`src/rtl/sai_rx_pkg.sv`:
```
package sai_rx_pkg;

  typedef enum logic [1:0] {
    FMT_RJ  = 2'b00,
    FMT_LJ  = 2'b01,
    FMT_I2S = 2'b10,
    FMT_DSP = 2'b11
  } fmt_e;

  typedef enum logic [1:0] {
    WL_16 = 2'b00,
    WL_20 = 2'b01,
    WL_24 = 2'b10,
    WL_32 = 2'b11
  } wlen_e;

  // Effective word length; right-justified framing tops out at 24 bits.
  function automatic logic [5:0] wl_bits(wlen_e w, fmt_e f);
    logic [5:0] n;
    case (w)
      WL_16:   n = 6'd16;
      WL_20:   n = 6'd20;
      WL_24:   n = 6'd24;
      default: n = (f == FMT_RJ) ? 6'd24 : 6'd32;
    endcase
    return n;
  endfunction

endpackage

```
`src/rtl/sai_rx_sync.sv`:
```
module sai_rx_sync #(
  parameter int WIDTH  = 3,
  parameter int STAGES = 2
) (
  input  logic             clk,
  input  logic             rst_n,
  input  logic [WIDTH-1:0] in_i,
  output logic [WIDTH-1:0] out_o
);

  logic [WIDTH-1:0] stg_q [STAGES];

  for (genvar s = 0; s < STAGES; s++) begin : g_stage
    if (s == 0) begin : g_first
      always_ff @(posedge clk or negedge rst_n) begin
        if (!rst_n) stg_q[s] <= '0;
        else        stg_q[s] <= in_i;
      end
    end else begin : g_rest
      always_ff @(posedge clk or negedge rst_n) begin
        if (!rst_n) stg_q[s] <= '0;
        else        stg_q[s] <= stg_q[s-1];
      end
    end
  end

  assign out_o = stg_q[STAGES-1];

endmodule

```
`src/rtl/sai_rx_bitedge.sv`:
```
module sai_rx_bitedge (
  input  logic clk,
  input  logic rst_n,
  input  logic sck_s,
  input  logic sck_inv,
  output logic edge_o
);

  logic sck_eff;
  logic prev_q;

  assign sck_eff = sck_s ^ sck_inv;
  assign edge_o  = sck_eff & ~prev_q;

  always_ff @(posedge clk or negedge rst_n) begin
    if (!rst_n) prev_q <= 1'b0;
    else        prev_q <= sck_eff;
  end

  // with a system clock at least 4x the bit clock, edges stay spaced
  edge_gap_chk: assert property (@(posedge clk) disable iff (!rst_n)
    edge_o |=> !edge_o ##1 !edge_o ##1 !edge_o);

endmodule

```
`src/rtl/sai_rx_slot.sv`:
```
module sai_rx_slot
  import sai_rx_pkg::*;
#(
  parameter int IDX_W = 7
) (
  input  logic  clk,
  input  logic  rst_n,
  input  logic  bit_edge,
  input  logic  ws_s,
  input  fmt_e  fmt,
  input  wlen_e wlen,
  input  logic  ws_inv,
  output logic  cap_v,
  output logic  cap_right,
  output logic  cap_tail
);

  localparam logic [IDX_W-1:0] IDX_MAX = '1;
  localparam logic [IDX_W-1:0] IDX_ONE = IDX_W'(1);

  logic             primed_q, primed_d;
  logic             ws_prev_q, ws_prev_d;
  logic [IDX_W-1:0] idx_q, idx_d;
  logic [IDX_W-1:0] idx_cur, pos, off_v, last1, last2;
  logic [5:0]       nbits;
  logic             ws_eff, trans, off, in_rng;

  // frame decode and capture selection
  always_comb begin
    nbits   = wl_bits(wlen, fmt);
    ws_eff  = (fmt == FMT_DSP) ? ws_s : (ws_s ^ ws_inv);
    off     = (fmt == FMT_I2S) || ((fmt == FMT_DSP) && !ws_inv);
    off_v   = {{(IDX_W-1){1'b0}}, off};
    if (fmt == FMT_DSP) trans = primed_q & ws_eff & ~ws_prev_q;
    else                trans = primed_q & (ws_eff ^ ws_prev_q);
    idx_cur = trans ? '0 : idx_q;
    in_rng  = (idx_cur >= off_v);
    pos     = idx_cur - off_v;
    last1   = IDX_W'(nbits) - IDX_ONE;
    last2   = IDX_W'({nbits, 1'b0}) - IDX_ONE;

    cap_v     = 1'b0;
    cap_right = 1'b0;
    cap_tail  = 1'b0;
    case (fmt)
      FMT_RJ: begin
        cap_v     = trans;
        cap_right = ~ws_prev_q;
        cap_tail  = 1'b1;
      end
      FMT_LJ: begin
        cap_v     = in_rng && (pos == last1);
        cap_right = ~ws_eff;
      end
      FMT_I2S: begin
        cap_v     = in_rng && (pos == last1);
        cap_right = ws_eff;
      end
      default: begin
        if (in_rng && (pos == last1)) begin
          cap_v = 1'b1;
        end else if (in_rng && (pos == last2)) begin
          cap_v     = 1'b1;
          cap_right = 1'b1;
        end
      end
    endcase
    cap_v = cap_v & bit_edge;
  end

  // next state
  always_comb begin
    primed_d  = primed_q;
    ws_prev_d = ws_prev_q;
    idx_d     = idx_q;
    if (bit_edge) begin
      primed_d  = 1'b1;
      ws_prev_d = ws_eff;
      if (trans)                idx_d = IDX_ONE;
      else if (idx_q != IDX_MAX) idx_d = idx_q + IDX_ONE;
    end
  end

  always_ff @(posedge clk or negedge rst_n) begin
    if (!rst_n) begin
      primed_q  <= 1'b0;
      ws_prev_q <= 1'b0;
      idx_q     <= IDX_MAX;
    end else begin
      primed_q  <= primed_d;
      ws_prev_q <= ws_prev_d;
      idx_q     <= idx_d;
    end
  end

  // in DSP framing the right word never closes before the left one
  dsp_order_chk: assert property (@(posedge clk) disable iff (!rst_n)
    (cap_v && cap_right && fmt == FMT_DSP) |-> (idx_q > last1));

endmodule

```
`src/rtl/sai_rx_top.sv`:
```
module sai_rx_top
  import sai_rx_pkg::*;
#(
  parameter int SAMPLE_W    = 32,
  parameter int SYNC_STAGES = 2
) (
  input  logic                clk,
  input  logic                rst_n,
  input  logic                sck_i,
  input  logic                ws_i,
  input  logic                sd_i,
  input  logic [1:0]          cfg_fmt_i,
  input  logic [1:0]          cfg_wlen_i,
  input  logic                cfg_sck_inv_i,
  input  logic                cfg_ws_inv_i,
  input  logic                cfg_swap_i,
  input  logic                cfg_mono_i,
  output logic                smp_valid_o,
  output logic [SAMPLE_W-1:0] smp_left_o,
  output logic [SAMPLE_W-1:0] smp_right_o
);

  // SAMPLE_W must be at least the longest word (32)
  localparam int IDX_W = $clog2(2 * SAMPLE_W + 4);
  localparam int SHW   = $clog2(SAMPLE_W + 1);

  fmt_e  fmt;
  wlen_e wlen;
  assign fmt  = fmt_e'(cfg_fmt_i);
  assign wlen = wlen_e'(cfg_wlen_i);

  logic sck_s, ws_s, sd_s, bit_edge;
  logic cap_v, cap_right, cap_tail;

  sai_rx_sync #(.WIDTH(3), .STAGES(SYNC_STAGES)) u_sync (
    .clk   (clk),
    .rst_n (rst_n),
    .in_i  ({sck_i, ws_i, sd_i}),
    .out_o ({sck_s, ws_s, sd_s})
  );

  sai_rx_bitedge u_edge (
    .clk     (clk),
    .rst_n   (rst_n),
    .sck_s   (sck_s),
    .sck_inv (cfg_sck_inv_i),
    .edge_o  (bit_edge)
  );

  sai_rx_slot #(.IDX_W(IDX_W)) u_slot (
    .clk       (clk),
    .rst_n     (rst_n),
    .bit_edge  (bit_edge),
    .ws_s      (ws_s),
    .fmt       (fmt),
    .wlen      (wlen),
    .ws_inv    (cfg_ws_inv_i),
    .cap_v     (cap_v),
    .cap_right (cap_right),
    .cap_tail  (cap_tail)
  );

  logic [SAMPLE_W-1:0] hist_q, hist_d, word, aligned;
  logic [SAMPLE_W-1:0] hold_q, hold_d, out_l_d, out_r_d;
  logic                have_q, have_d, valid_d;
  logic [5:0]          nbits;
  logic [SHW-1:0]      shamt;

  always_comb begin
    nbits   = wl_bits(wlen, fmt);
    shamt   = SHW'(SAMPLE_W) - SHW'(nbits);
    hist_d  = bit_edge ? {hist_q[SAMPLE_W-2:0], sd_s} : hist_q;
    word    = cap_tail ? hist_q : hist_d;
    aligned = word << shamt;

    hold_d  = hold_q;
    have_d  = have_q;
    valid_d = 1'b0;
    if (cap_v && !cap_right) begin
      hold_d = aligned;
      have_d = 1'b1;
    end else if (cap_v && cap_right) begin
      valid_d = have_q;
      have_d  = 1'b0;
    end

    if (cfg_mono_i) begin
      out_l_d = hold_q;
      out_r_d = hold_q;
    end else if (cfg_swap_i) begin
      out_l_d = aligned;
      out_r_d = hold_q;
    end else begin
      out_l_d = hold_q;
      out_r_d = aligned;
    end
  end

  always_ff @(posedge clk or negedge rst_n) begin
    if (!rst_n) begin
      hist_q      <= '0;
      hold_q      <= '0;
      have_q      <= 1'b0;
      smp_valid_o <= 1'b0;
      smp_left_o  <= '0;
      smp_right_o <= '0;
    end else begin
      hist_q      <= hist_d;
      hold_q      <= hold_d;
      have_q      <= have_d;
      smp_valid_o <= valid_d;
      if (valid_d) begin
        smp_left_o  <= out_l_d;
        smp_right_o <= out_r_d;
      end
    end
  end


  one_pulse_chk: assert property (@(posedge clk) disable iff (!rst_n)
    smp_valid_o |=> !smp_valid_o);


  pair_chk: assert property (@(posedge clk) disable iff (!rst_n)
    $rose(smp_valid_o) |-> $past(cap_v && cap_right));


  pad_chk: assert property (@(posedge clk) disable iff (!rst_n)
    smp_valid_o |-> ((smp_left_o << nbits) == '0 && (smp_right_o << nbits) == '0));


  mono_chk: assert property (@(posedge clk) disable iff (!rst_n)
    (smp_valid_o && cfg_mono_i) |-> (smp_left_o == smp_right_o));

endmodule

```
`config.mk`:
```
export PLATFORM = sky130hd
export DESIGN_NAME = sai_rx_top
export DESIGN_NICKNAME = d
export VERILOG_FILES = /design/src/rtl/sai_rx_pkg.sv /design/src/rtl/sai_rx_sync.sv /design/src/rtl/sai_rx_bitedge.sv /design/src/rtl/sai_rx_slot.sv /design/src/rtl/sai_rx_top.sv
export SDC_FILE = /design/constraint.sdc
export NUM_CORES = 1
export LEC_CHECK = 0
export ABC_AREA = 1
export BUFFER_PORTS_ARGS = -buffer_cell sky130_fd_sc_hd__buf_2
export CORE_ASPECT_RATIO = 1.1
export CORE_MARGIN = 2
export CORE_UTILIZATION = 53
export CTS_CLUSTER_SIZE = 25
export DETAILED_ROUTE_END_ITERATION = 10
export PLACE_DENSITY = 0.75
export SLEW_MARGIN = 0
export SYNTH_ARGS = -nofsm -noshare
export SYNTH_HDL_FRONTEND = slang
export SYNTH_SLANG_ARGS = --single-unit
```
`constraint.sdc`:
```
create_clock -name clk -period 3.05 [get_ports clk]
set_input_delay 0.1525 -clock clk [delete_from_list [all_inputs] [get_ports clk]]
set_output_delay 0.1525 -clock clk [all_outputs]
set_load 0.01 [all_outputs]
```
======== Yosys cells after proc, flatten, opt, wreduce, memory -nomap -nowiden ========
Index checks and enable logic that the tools add are counted.
operators by class
  eq/ne operators ......................... 8
  muxes and demuxes ....................... 23
  bitwise operators ....................... 11
  $lt $le $gt $ge ......................... 1
  reductions and logical operators ........ 14
  shift operators ......................... 1
  add/sub/neg operators ................... 5
operators by type and width
  operator                                                                number
  32-bit 2-to-1 mux                                                       6
  32-bit by 6-bit << shifter with 32-bit output                           1
  7-bit 2-to-1 mux                                                        3
  6-bit case mux with 3 select lines                                      1
  7-bit equality test                                                     2
  1-bit 2-to-1 mux                                                        10
  7-bit by 1-bit adder with 7-bit output (second input constant)          1
  7-bit by 1-bit greater-or-equal comparator with 1-bit output            1
  7-bit inequality test (second input constant)                           1
  6-bit by 1-bit subtractor with 7-bit output (second input constant)     1
  7-bit by 1-bit subtractor with 7-bit output                             1
  7-bit by 1-bit subtractor with 7-bit output (second input constant)     1
  2-bit equality test (second input constant)                             3
  6-bit 2-to-1 mux                                                        1
  6-bit subtractor (first input constant)                                 1
  1-bit bitwise AND                                                       5
  1-bit logical AND                                                       5
  2-bit by 1-bit equality test with 1-bit output (second input constant)  2
  2-bit zero test                                                         2
  2-bit nonzero test                                                      2
  1-bit inverter                                                          3
  1-bit case mux with 3 select lines                                      1
  1-bit bitwise XOR                                                       3
  1-bit zero test                                                         2
  other kinds (4)                                                         4
word-level totals
  bits of input ports ..................... 13
  register bits after elaboration ......... 146
  word-level logic and storage cells ...... 75
  output and inout port bits .............. 65

======== Logic depth before layout (Yosys ltp) ========
Gate-level depths: netlist (run 1).
  depth in word-level cells ............... 16
  mapped depth ............................ 27

======== By module ========
Synthesis (run 1) repeated with hierarchy kept, for this count alone.
second synthesis, totals
  cell total of the unflattened synthesis .. 1126
  area, all modules ....................... 8271.7 sq um
modules (own cells, without submodules)
  module          instances  cells each  area each (sq um)
  sai_rx_top      1          939         6949.2
  sai_rx_slot     1          170         1093.5
  sai_rx_sync     1          9           172.7
  sai_rx_bitedge  1          8           56.3

======== Least setup slack after synthesis (run 1) ========
No wires, ideal clock.
  path kind ............................... input port to flip-flop
  start point ............................. input port cfg_fmt_i[0]
  end point ............................... register smp_right_o[30]
  path buffers ............................ 3
  data arrival time ....................... 2.983 ns
  path slack .............................. -0.050 ns
  stages .................................. 26
  cells stage by stage .................... ha_1 -> inv_2 -> nand2_1 -> nand2_1 -> nand2_2 -> nand2_1 -> nand3_4 -> buf_6 -> nand2_1 -> ha_1 -> ha_1 -> inv_1 -> o311ai_1 -> nand2_2 -> nand2_1 -> nand2_1 -> nor2_1 -> nand2_1 -> nor2_1 -> nor2_2 -> nor2_4 -> nand3_1 -> buf_4 -> buf_6 -> nand2_1 -> nand2_1
on the way
  cells in the longest elaborated chain, start to end .. 16
RTL lines
  item                                                           RTL line                                                 text
  start, declared                                                sai_rx_top.sv:12                                         input logic [1:0] cfg_fmt_i,
  2-bit equality test                                            sai_rx_slot.sv:31, sai_rx_slot.sv:32, sai_rx_slot.sv:34
  1-bit 2-to-1 mux                                               sai_rx_slot.sv:31                                        ws_eff = (fmt == FMT_DSP) ? ws_s : (ws_s ^ ws_inv);
  1-bit bitwise XOR / 1-bit bitwise AND (equally long branches)  sai_rx_slot.sv:35, sai_rx_slot.sv:34
  1-bit bitwise AND, on equally long branches                    sai_rx_slot.sv:35, sai_rx_slot.sv:34
  1-bit 2-to-1 mux                                               sai_rx_slot.sv:34                                        if (fmt == FMT_DSP) trans = primed_q & ws_eff & ~ws_prev_q;
  7-bit 2-to-1 mux                                               sai_rx_slot.sv:36                                        idx_cur = trans ? '0 : idx_q;
  7-bit by 1-bit subtractor with 7-bit output                    sai_rx_slot.sv:38                                        pos = idx_cur - off_v;
  7-bit equality test                                            sai_rx_slot.sv:62                                        end else if (in_rng && (pos == last2)) begin
  1-bit logical AND                                              sai_rx_slot.sv:62
  1-bit 2-to-1 mux                                               sai_rx_slot.sv:62
  1-bit 2-to-1 mux                                               sai_rx_slot.sv:60                                        if (in_rng && (pos == last1)) begin
  1-bit case mux with 2 select lines                             sai_rx_slot.sv:45                                        case (fmt)
  1-bit bitwise AND                                              sai_rx_slot.sv:68                                        cap_v = cap_v & bit_edge;
  1-bit logical AND                                              sai_rx_top.sv:82                                         end else if (cap_v && cap_right) begin
  1-bit 2-to-1 mux                                               sai_rx_top.sv:82
  1-bit 2-to-1 mux                                               sai_rx_top.sv:79                                         if (cap_v && !cap_right) begin
  end signal, assigned                                           sai_rx_top.sv:114                                        smp_right_o <= out_r_d;
  end, declared                                                  sai_rx_top.sv:20                                         output logic [SAMPLE_W-1:0] smp_right_o
Several ways; a longest one is shown, not always the timed one.
A chain may end at the register's enable or synchronous reset.

======== Final worst setup path (run 1) ========
  start point ............................. register u_sync.stg_q, in the netlist u_sync.out_o[1]
  end point ............................... register smp_left_o[4]
on the way
  cells in the longest elaborated chain, start to end .. 16
RTL lines
  item                                                           RTL line                              text
  start, declared                                                sai_rx_sync.sv:11                     logic [WIDTH-1:0] stg_q [STAGES];
  start signal, assigned by index                                sai_rx_sync.sv:22                     else stg_q[s] <= stg_q[s-1];
  1-bit bitwise XOR                                              sai_rx_slot.sv:31
  1-bit 2-to-1 mux *                                             sai_rx_slot.sv:31
  1-bit bitwise XOR / 1-bit bitwise AND (equally long branches)  sai_rx_slot.sv:35, sai_rx_slot.sv:34
  1-bit bitwise AND, on equally long branches                    sai_rx_slot.sv:35, sai_rx_slot.sv:34
  1-bit 2-to-1 mux                                               sai_rx_slot.sv:34
  7-bit 2-to-1 mux                                               sai_rx_slot.sv:36
  7-bit by 1-bit subtractor with 7-bit output                    sai_rx_slot.sv:38
  7-bit equality test                                            sai_rx_slot.sv:62
  1-bit logical AND                                              sai_rx_slot.sv:62
  1-bit 2-to-1 mux                                               sai_rx_slot.sv:62
  1-bit 2-to-1 mux                                               sai_rx_slot.sv:60
  1-bit case mux with 2 select lines                             sai_rx_slot.sv:45
  1-bit bitwise AND                                              sai_rx_slot.sv:68
  1-bit logical AND                                              sai_rx_top.sv:82
  1-bit 2-to-1 mux                                               sai_rx_top.sv:82
  1-bit 2-to-1 mux *                                             sai_rx_top.sv:79
  end signal, assigned                                           sai_rx_top.sv:113                     smp_left_o <= out_l_d;
  end, declared                                                  sai_rx_top.sv:19                      output logic [SAMPLE_W-1:0] smp_left_o,
Mark *: on every way between the ends. The rest lies on a longest branch, timed or not.

==> flow_summary.json, run 1 <==
{
  "r2r_cells": 25,
  "syn_avg_cell_area_um2": 7.198,
  "gr-max-usage-layer": "met2",
  "rr_startpoint": "u_sync.out_o[1]",
  "slowest_delay_ns": 0.40,
  "grt_pass1_vias": 7017,
  "via_count": 7958,
  "dieArea_um2": 16830,
  "power_density_nw_per_um2": 662.1,
  "ys_ff_latch": 146,
  "hold_viol_final": 0,
  "ant_nets": 0,
  "start_kind": "flop",
  "cts_buffers": 17,
  "start_util_pct": 53.86,
  "cts-root-buf": "clkbuf_16",
  "slew_headroom_pct": 43.37,
  "use_met1_pct": 36.51,
  "core_um2": 15550,
  "yosysSeqAreaShare_pct": 43.71,
  "layout_common_cells": "nand2_1 (464), o21ai_0 (139), dfrtp_1 (138)",
  "holdPathEnd": "u_slot.idx_q[0]",
  "yosysWarnings": 0,
  "path_delay_family": "simple AND/OR/NAND/NOR gates",
  "cts_tree": "done",
  "regToRegEndpoint": "smp_left_o[4]",
  "netlist_area_um2": 8378,
  "slowest_stage": "dfrtp_1",
  "utilization_pct": 63.75,
  "ys.flop_type": "dfrtp_1",
  "outcome": "finished, final reports clean",
  "clock_path_buffers": 2,
  "regArea_um2": 3664,
  "grt_setup_unrepaired": "true",
  "grt_util_all_layers_pct": 26.22,
  "vias_per_cell": 5.523,
  "wl_per_cell_um": 14.93,
  "multi_input_area_um2": 4076,
  "drt_pass1_iterations": 5,
  "groute.layer.met3.usage_pct": 4.614,
  "grt_max_degree": 78,
  "antenna_found_initial": 0,
  "max_freq_mhz": 343.0,
  "die-width_um": 123.9,
  "hold_path_depth": 7,
  "num-fill-cells": 1359,
  "ys_types": 40,
  "min_period_ns": 2.915,
  "cts_num_sinks": 146,
  "fin_nets": 1249,
  "antenna-diode-count": 0,
  "syn_to_final_growth_pct": 18.35,
  "tightest_slew_ns": 0.8486,
  "clock_latency_ns": 0.44,
  "die_y_um": 135.9,
  "finalNonFillerCells": 1441,
  "synth_enable_flop_cells": 0,
  "syn_nets": 1185,
  "route.detailed.drc": 0,
  "synth.area.top_cells": "dfrtp_1 (42%), nand2_1 (21%), o21ai_0 (8.3%)",
  "crit_arrival_ns": 3.24,
  "end_kind": "flop",
  "placed_cells": 1393,
  "routed_wl_mm": 21.51,
  "cp.required_ns": 3.38,
  "power_leakage_nw": 5.186,
  "syn_inst": 1164,
  "routabilityCongestion": 0.8307,
  "dp_hpwl_mm": 13.77,
  "crit_type": "reg2reg",
  "drv_cap": 0,
  "fin_worst_skew_ns": 0.006354,
  "grt_pass1_wl_mm": 34.71,
  "min_path_type": "in2reg",
  "finalCritPeriodShare_pct": 95.58,
  "synth.top_cell.area_share_pct": 41.52,
  "crit_top_cell": "nand2_1",
  "io_pins": 78,
  "async_flop_share_pct": 100.0,
  "gr-usage-met2_pct": 40.38,
  "ir_worst_vdd_v": 0.0004086,
  "worstHoldStart": "cfg_ws_inv_i",
  "grt-ovfl-total": 0,
  "rrSetupSlack_ns": 0.13,
  "crit_buf_inv": 5,
  "num_rows": 48,
  "worstPathMaxFanout": 16,
  "drtIter0Drc": 841,
  "port_buffers": 77,
  "setup_violations": 0,
  "path_clk_slew_ns": 0.06,
  "drv_slew": 0,
  "cts_max_level": 4,
  "layout_commonest_cell": "nand2_1",
  "drive_above_1_share_pct": 17.97,
  "synth_area_leader_cell": "dfrtp_1"
}
stage by stage:
stage                     setup slack (ns)   TNS, ns  hold WS [ns]  instance area, um2  total power [W]
final                               0.1347         0        0.2961                9916         0.006565
after global routing             -0.007188  -0.04177        0.3351                9916         0.006945
after CTS                         0.009215         0        0.1827                9818         0.006526
after detailed placement           -0.1696    -12.29        0.2316                8934         0.004226
after global placement            -0.01211  -0.01415        0.2316                8934         0.004182
after floorplan                   0.005896         0       -0.1431                8386         0.003704
final cells by class:
class	instances	area share [%]
tap	200	2.524
sequential	146	36.95
timing repair buffer	126	9.918
inverter	83	3.142
clock inverter	14	1.931
clock buffer	18	4.429
multi-input combinational	854	41.11
flip-flops by register name, summed over array words and instances (netlist names), 3 cells and up:
signal / count
hist_q: 32
hold_q: 32
smp_left_o: 32
smp_right_o: 32
u_slot.idx_q: 7
u_sync.out_o: 3
u_sync.stg_q: 3
synth_stat cells, drive strengths merged, types with 5 or more instances:
cell,n
nand2,486
dfrtp,139
nor2,37
clkbuf,41
nand3,55
nand4,66
o211ai,10
o21ai,153
dfstp,7
inv,83
a21oi,6
ha,8
or2,9
buf,40
o21a,5
metal layers:
metal	vias up	routed length, um
met3	46	1197
met2	281	10130
met4	0	625
li1	3920	-
met1	3711	9559
met5	-	0
report_power, final:
group	switching (W)	internal [W]
registers	0.000245	0.00229
logic	0.00116	0.000614
clock network	0.000915	0.00134
total	0.00232	0.00425
cell families (layout without fill, tap and decap cells):
| family | after synthesis | after routing | synth area share [%] |
|---|---|---|---|
| compound gates | 180 | 180 | 11.84 |
| xor+xnor | 2 | 2 | 0.2091 |
| fa+ha+maj | 8 | 8 | 1.195 |
| buf+inv | 164 | 241 | 9.095 |
| flops | 146 | 146 | 43.71 |
| mux | 3 | 3 | 0.3584 |
| simple gates | 661 | 661 | 33.59 |
how the worst max path moves through the flow:
stage	start	to	slack (ns)	cells after the start
after global placement	cfg_fmt_i[0]	smp_left_o[26]	-0.01	24
after global routing	u_sync.out_o[1]	smp_left_o[31]	-0.007	23
final	u_sync.out_o[1]	smp_left_o[4]	0.13	25
after floorplan	cfg_fmt_i[0]	smp_right_o[30]	0.006	26
after CTS	u_sync.out_o[1]	smp_left_o[4]	0.009	23
after detailed placement	cfg_fmt_i[0]	smp_left_o[6]	-0.17	24
what timing repair did:
item                                    4_1_cts  5_1_grt
gates cloned                                  4        1
endpoints found under the setup margin        1       98
hold buffers                                  5        0
gates resized for setup                      11       17
pin swaps                                     3       12
hold endpoints to repair                     72        0
buffers inserted                              5        1
tightest hold or removal path, delay by kind of cell:
family                 cells  cell delay, ns
and+or+nand+nor            6            0.46
buffers and inverters      1            0.12
(Power assumes the default switching activity.)
==> inputs of run 2 (changes only) <==
--- a/config.mk
+++ b/config.mk
@@ -7,12 +7,14 @@
 export LEC_CHECK = 0
 export ABC_AREA = 1
 export BUFFER_PORTS_ARGS = -buffer_cell sky130_fd_sc_hd__buf_2
+export CELL_PAD_IN_SITES_DETAIL_PLACEMENT = 0
+export CELL_PAD_IN_SITES_GLOBAL_PLACEMENT = 1
 export CORE_ASPECT_RATIO = 1.1
 export CORE_MARGIN = 2
-export CORE_UTILIZATION = 53
+export CORE_UTILIZATION = 35
 export CTS_CLUSTER_SIZE = 25
 export DETAILED_ROUTE_END_ITERATION = 10
-export PLACE_DENSITY = 0.75
+export PLACE_DENSITY_LB_ADDON = 0.1
 export SLEW_MARGIN = 0
 export SYNTH_ARGS = -nofsm -noshare
 export SYNTH_HDL_FRONTEND = slang
==> flow_summary.json, run 2 (synthesized netlist as in run 1, its figures left out) <==
{
  "worstPathMaxFanout": 12,
  "p_int_w": 0.004501,
  "start_util_pct": 35.47,
  "dp_hpwl_mm": 17.54,
  "fin_worst_hold_slack_ns": 0.3197,
  "slew_headroom_pct": 38.80,
  "cp.required_ns": 3.36,
  "drv_slew": 0,
  "outcome": "finished, final reports clean",
  "pwr-share-clk_pct": 35.8,
  "route.detailed.drc": 0,
  "via_count": 7710,
  "antenna_found_initial": 0,
  "grt_pass1_vias": 7324,
  "max_freq_mhz": 342.0,
  "p_comb_share_pct": 26.2,
  "wl_per_cell_um": 16.28,
  "clock_path_buffers": 2,
  "drt_pass1_iterations": 5,
  "path_cells": "inv_2, nand3_2, nand2_2, nand2_2, nand3_4, nand2_4, ha_4, ha_4, nor2_1, and3_1, nand2_1, nor2_2, nand3_2, a21oi_4, buf_12, nand3_4, buf_12, clkbuf_16, nand2_1, nand2_1",
  "p_sw_share_pct": 34.42,
  "routed_wl_mm": 25.54,
  "grt_util_all_layers_pct": 19.99,
  "path_clk_slew_ns": 0.07,
  "dieArea_um2": 25190,
  "num_rows": 59,
  "grt_pass1_wl_mm": 39.64,
  "layout_commonest_cell": "nand2_1",
  "slowest_stage": "dfrtp_1",
  "die-width_um": 151.5,
  "tightest_slew_ns": 0.9169,
  "utilization_pct": 43.87,
  "grt_setup_unrepaired": "true",
  "crit_arrival_ns": 3.23,
  "min_path_type": "in2reg",
  "drive_above_1_share_pct": 20.89,
  "crit_buf_inv": 4,
  "drv_cap": 0,
  "port_buffers": 77,
  "antenna-diode-count": 0,
  "hold_viol_final": 0,
  "fin_worst_skew_ns": 0.01032,
  "power_leakage_nw": 5.344,
  "cp.depth": 20,
  "crit_top_cell": "nand2_1",
  "syn_to_final_growth_pct": 23.69,
  "core_um2": 23620,
  "cts_num_sinks": 146,
  "power_density_nw_per_um2": 662.3,
  "io_pins": 78,
  "routabilityCongestion": 0.8468,
  "sequentialPowerShare_pct": 38.0,
  "grt_max_degree": 80,
  "end_kind": "flop",
  "fin_nets": 1272,
  "min_period_ns": 2.924,
  "cts_buffers": 17,
  "clock_latency_ns": 0.43,
  "cts-root-buf": "clkbuf_16",
  "start_kind": "flop",
  "grt-ovfl-total": 0,
  "crit_type": "reg2reg",
  "r2r_cells": 20,
  "vias_per_cell": 4.914,
  "finalCritPeriodShare_pct": 95.88,
  "setup_violations": 0,
  "hold_path_depth": 6,
  "power_switching_w": 0.002362,
  "ant_nets": 0,
  "drtIter0Drc": 427,
  "ir_worst_vdd_v": 0.0003318,
  "cts_tree": "done",
  "cts_max_level": 4,
  "slowest_delay_ns": 0.41,
  "die_y_um": 166.3,
  "layout_common_cells": "nand2_1 (447), o21ai_0 (138), dfrtp_1 (138)",
  "path_delay_family": "simple AND/OR/NAND/NOR gates"
}
[run 2: timing repair]
item,CTS,global route
resized for setup,0,53
endpoints found under the hold margin,77,0
setup buffers,0,6
setup endpoints to repair,0,98
hold buffers,5,0
[run 2: power by group through the flow]
stage          sequential, W  combinational [W]  clock (W)
6_report             0.00261            0.00180    0.00246
5_1_grt              0.00266            0.00205    0.00260
4_1_cts              0.00259            0.00174    0.00252
3_5_place_dp         0.00262            0.00173          0
3_3_place_gp         0.00262            0.00172          0
2_1_floorplan        0.00257            0.00113          0
[run 2: area by class of cell]
cell class                 count  area, um2
fill                        2449      13260
multi-input combinational    854       4158
sequential                   146       3664
timing repair buffer         149       1170
clock buffer                  18      429.2
tap                          305      381.6
inverter                      83      311.5
clock inverter                14      249.0
[run 2: through the flow]
| step | cell area (um2) | total power, W | TNS (ns) | setup WS (ns) | std cells |
|---|---|---|---|---|---|
| 2_1_floorplan | 8386 | 0.003704 | 0 | 0.005896 | 1164 |
| 3_3_place_gp | 9218 | 0.004340 | -3.663 | -0.06992 | 1518 |
| 3_5_place_dp | 9218 | 0.004354 | -10.50 | -0.1488 | 1518 |
| 4_1_cts | 9946 | 0.006849 | 0 | 0.01374 | 1555 |
| 5_1_grt | 10360 | 0.007312 | -3.811 | -0.07522 | 1569 |
| 6_report | 10360 | 0.006863 | 0 | 0.1257 | 1569 |
[run 2: path summary, 6_finish.rpt]
check / slack [ns] / startpoint / endpoint
worst min register to register: 0.35 / u_sync.stg_q[3] / u_sync.out_o[0]
worst min-delay path: 0.32 / cfg_ws_inv_i / u_slot.ws_prev_q
max in group asynchronous: 1.89 / rst_n / u_slot.idx_q[2]
min in group asynchronous: 0.36 / rst_n / smp_left_o[19]
worst max-delay path: 0.13 / u_sync.out_o[1] / smp_left_o[1]
worst max register to register: 0.13 / u_sync.out_o[1] / smp_left_o[1]
[run 2: worst min-delay path, delay by kind of cell]
kind / cells / cell delay (ns)
buffers and inverters: 3 / 0.32
and+or+nand+nor: 2 / 0.17
AOI/OAI and AO/OA: 1 / 0.07
[run 2: routing by layer]
layer  share of wire [%]  wire, um  vias to the layer above  global-route usage, %
met4                 1.7       440                        0                  5.676
met5                   0         0                        -                      0
met1                  47     12100                     3603                  27.86
li1                    -         -                     3956                      -
met3                 2.8       705                       23                  2.802
met2                  48     12300                      128                  32.34
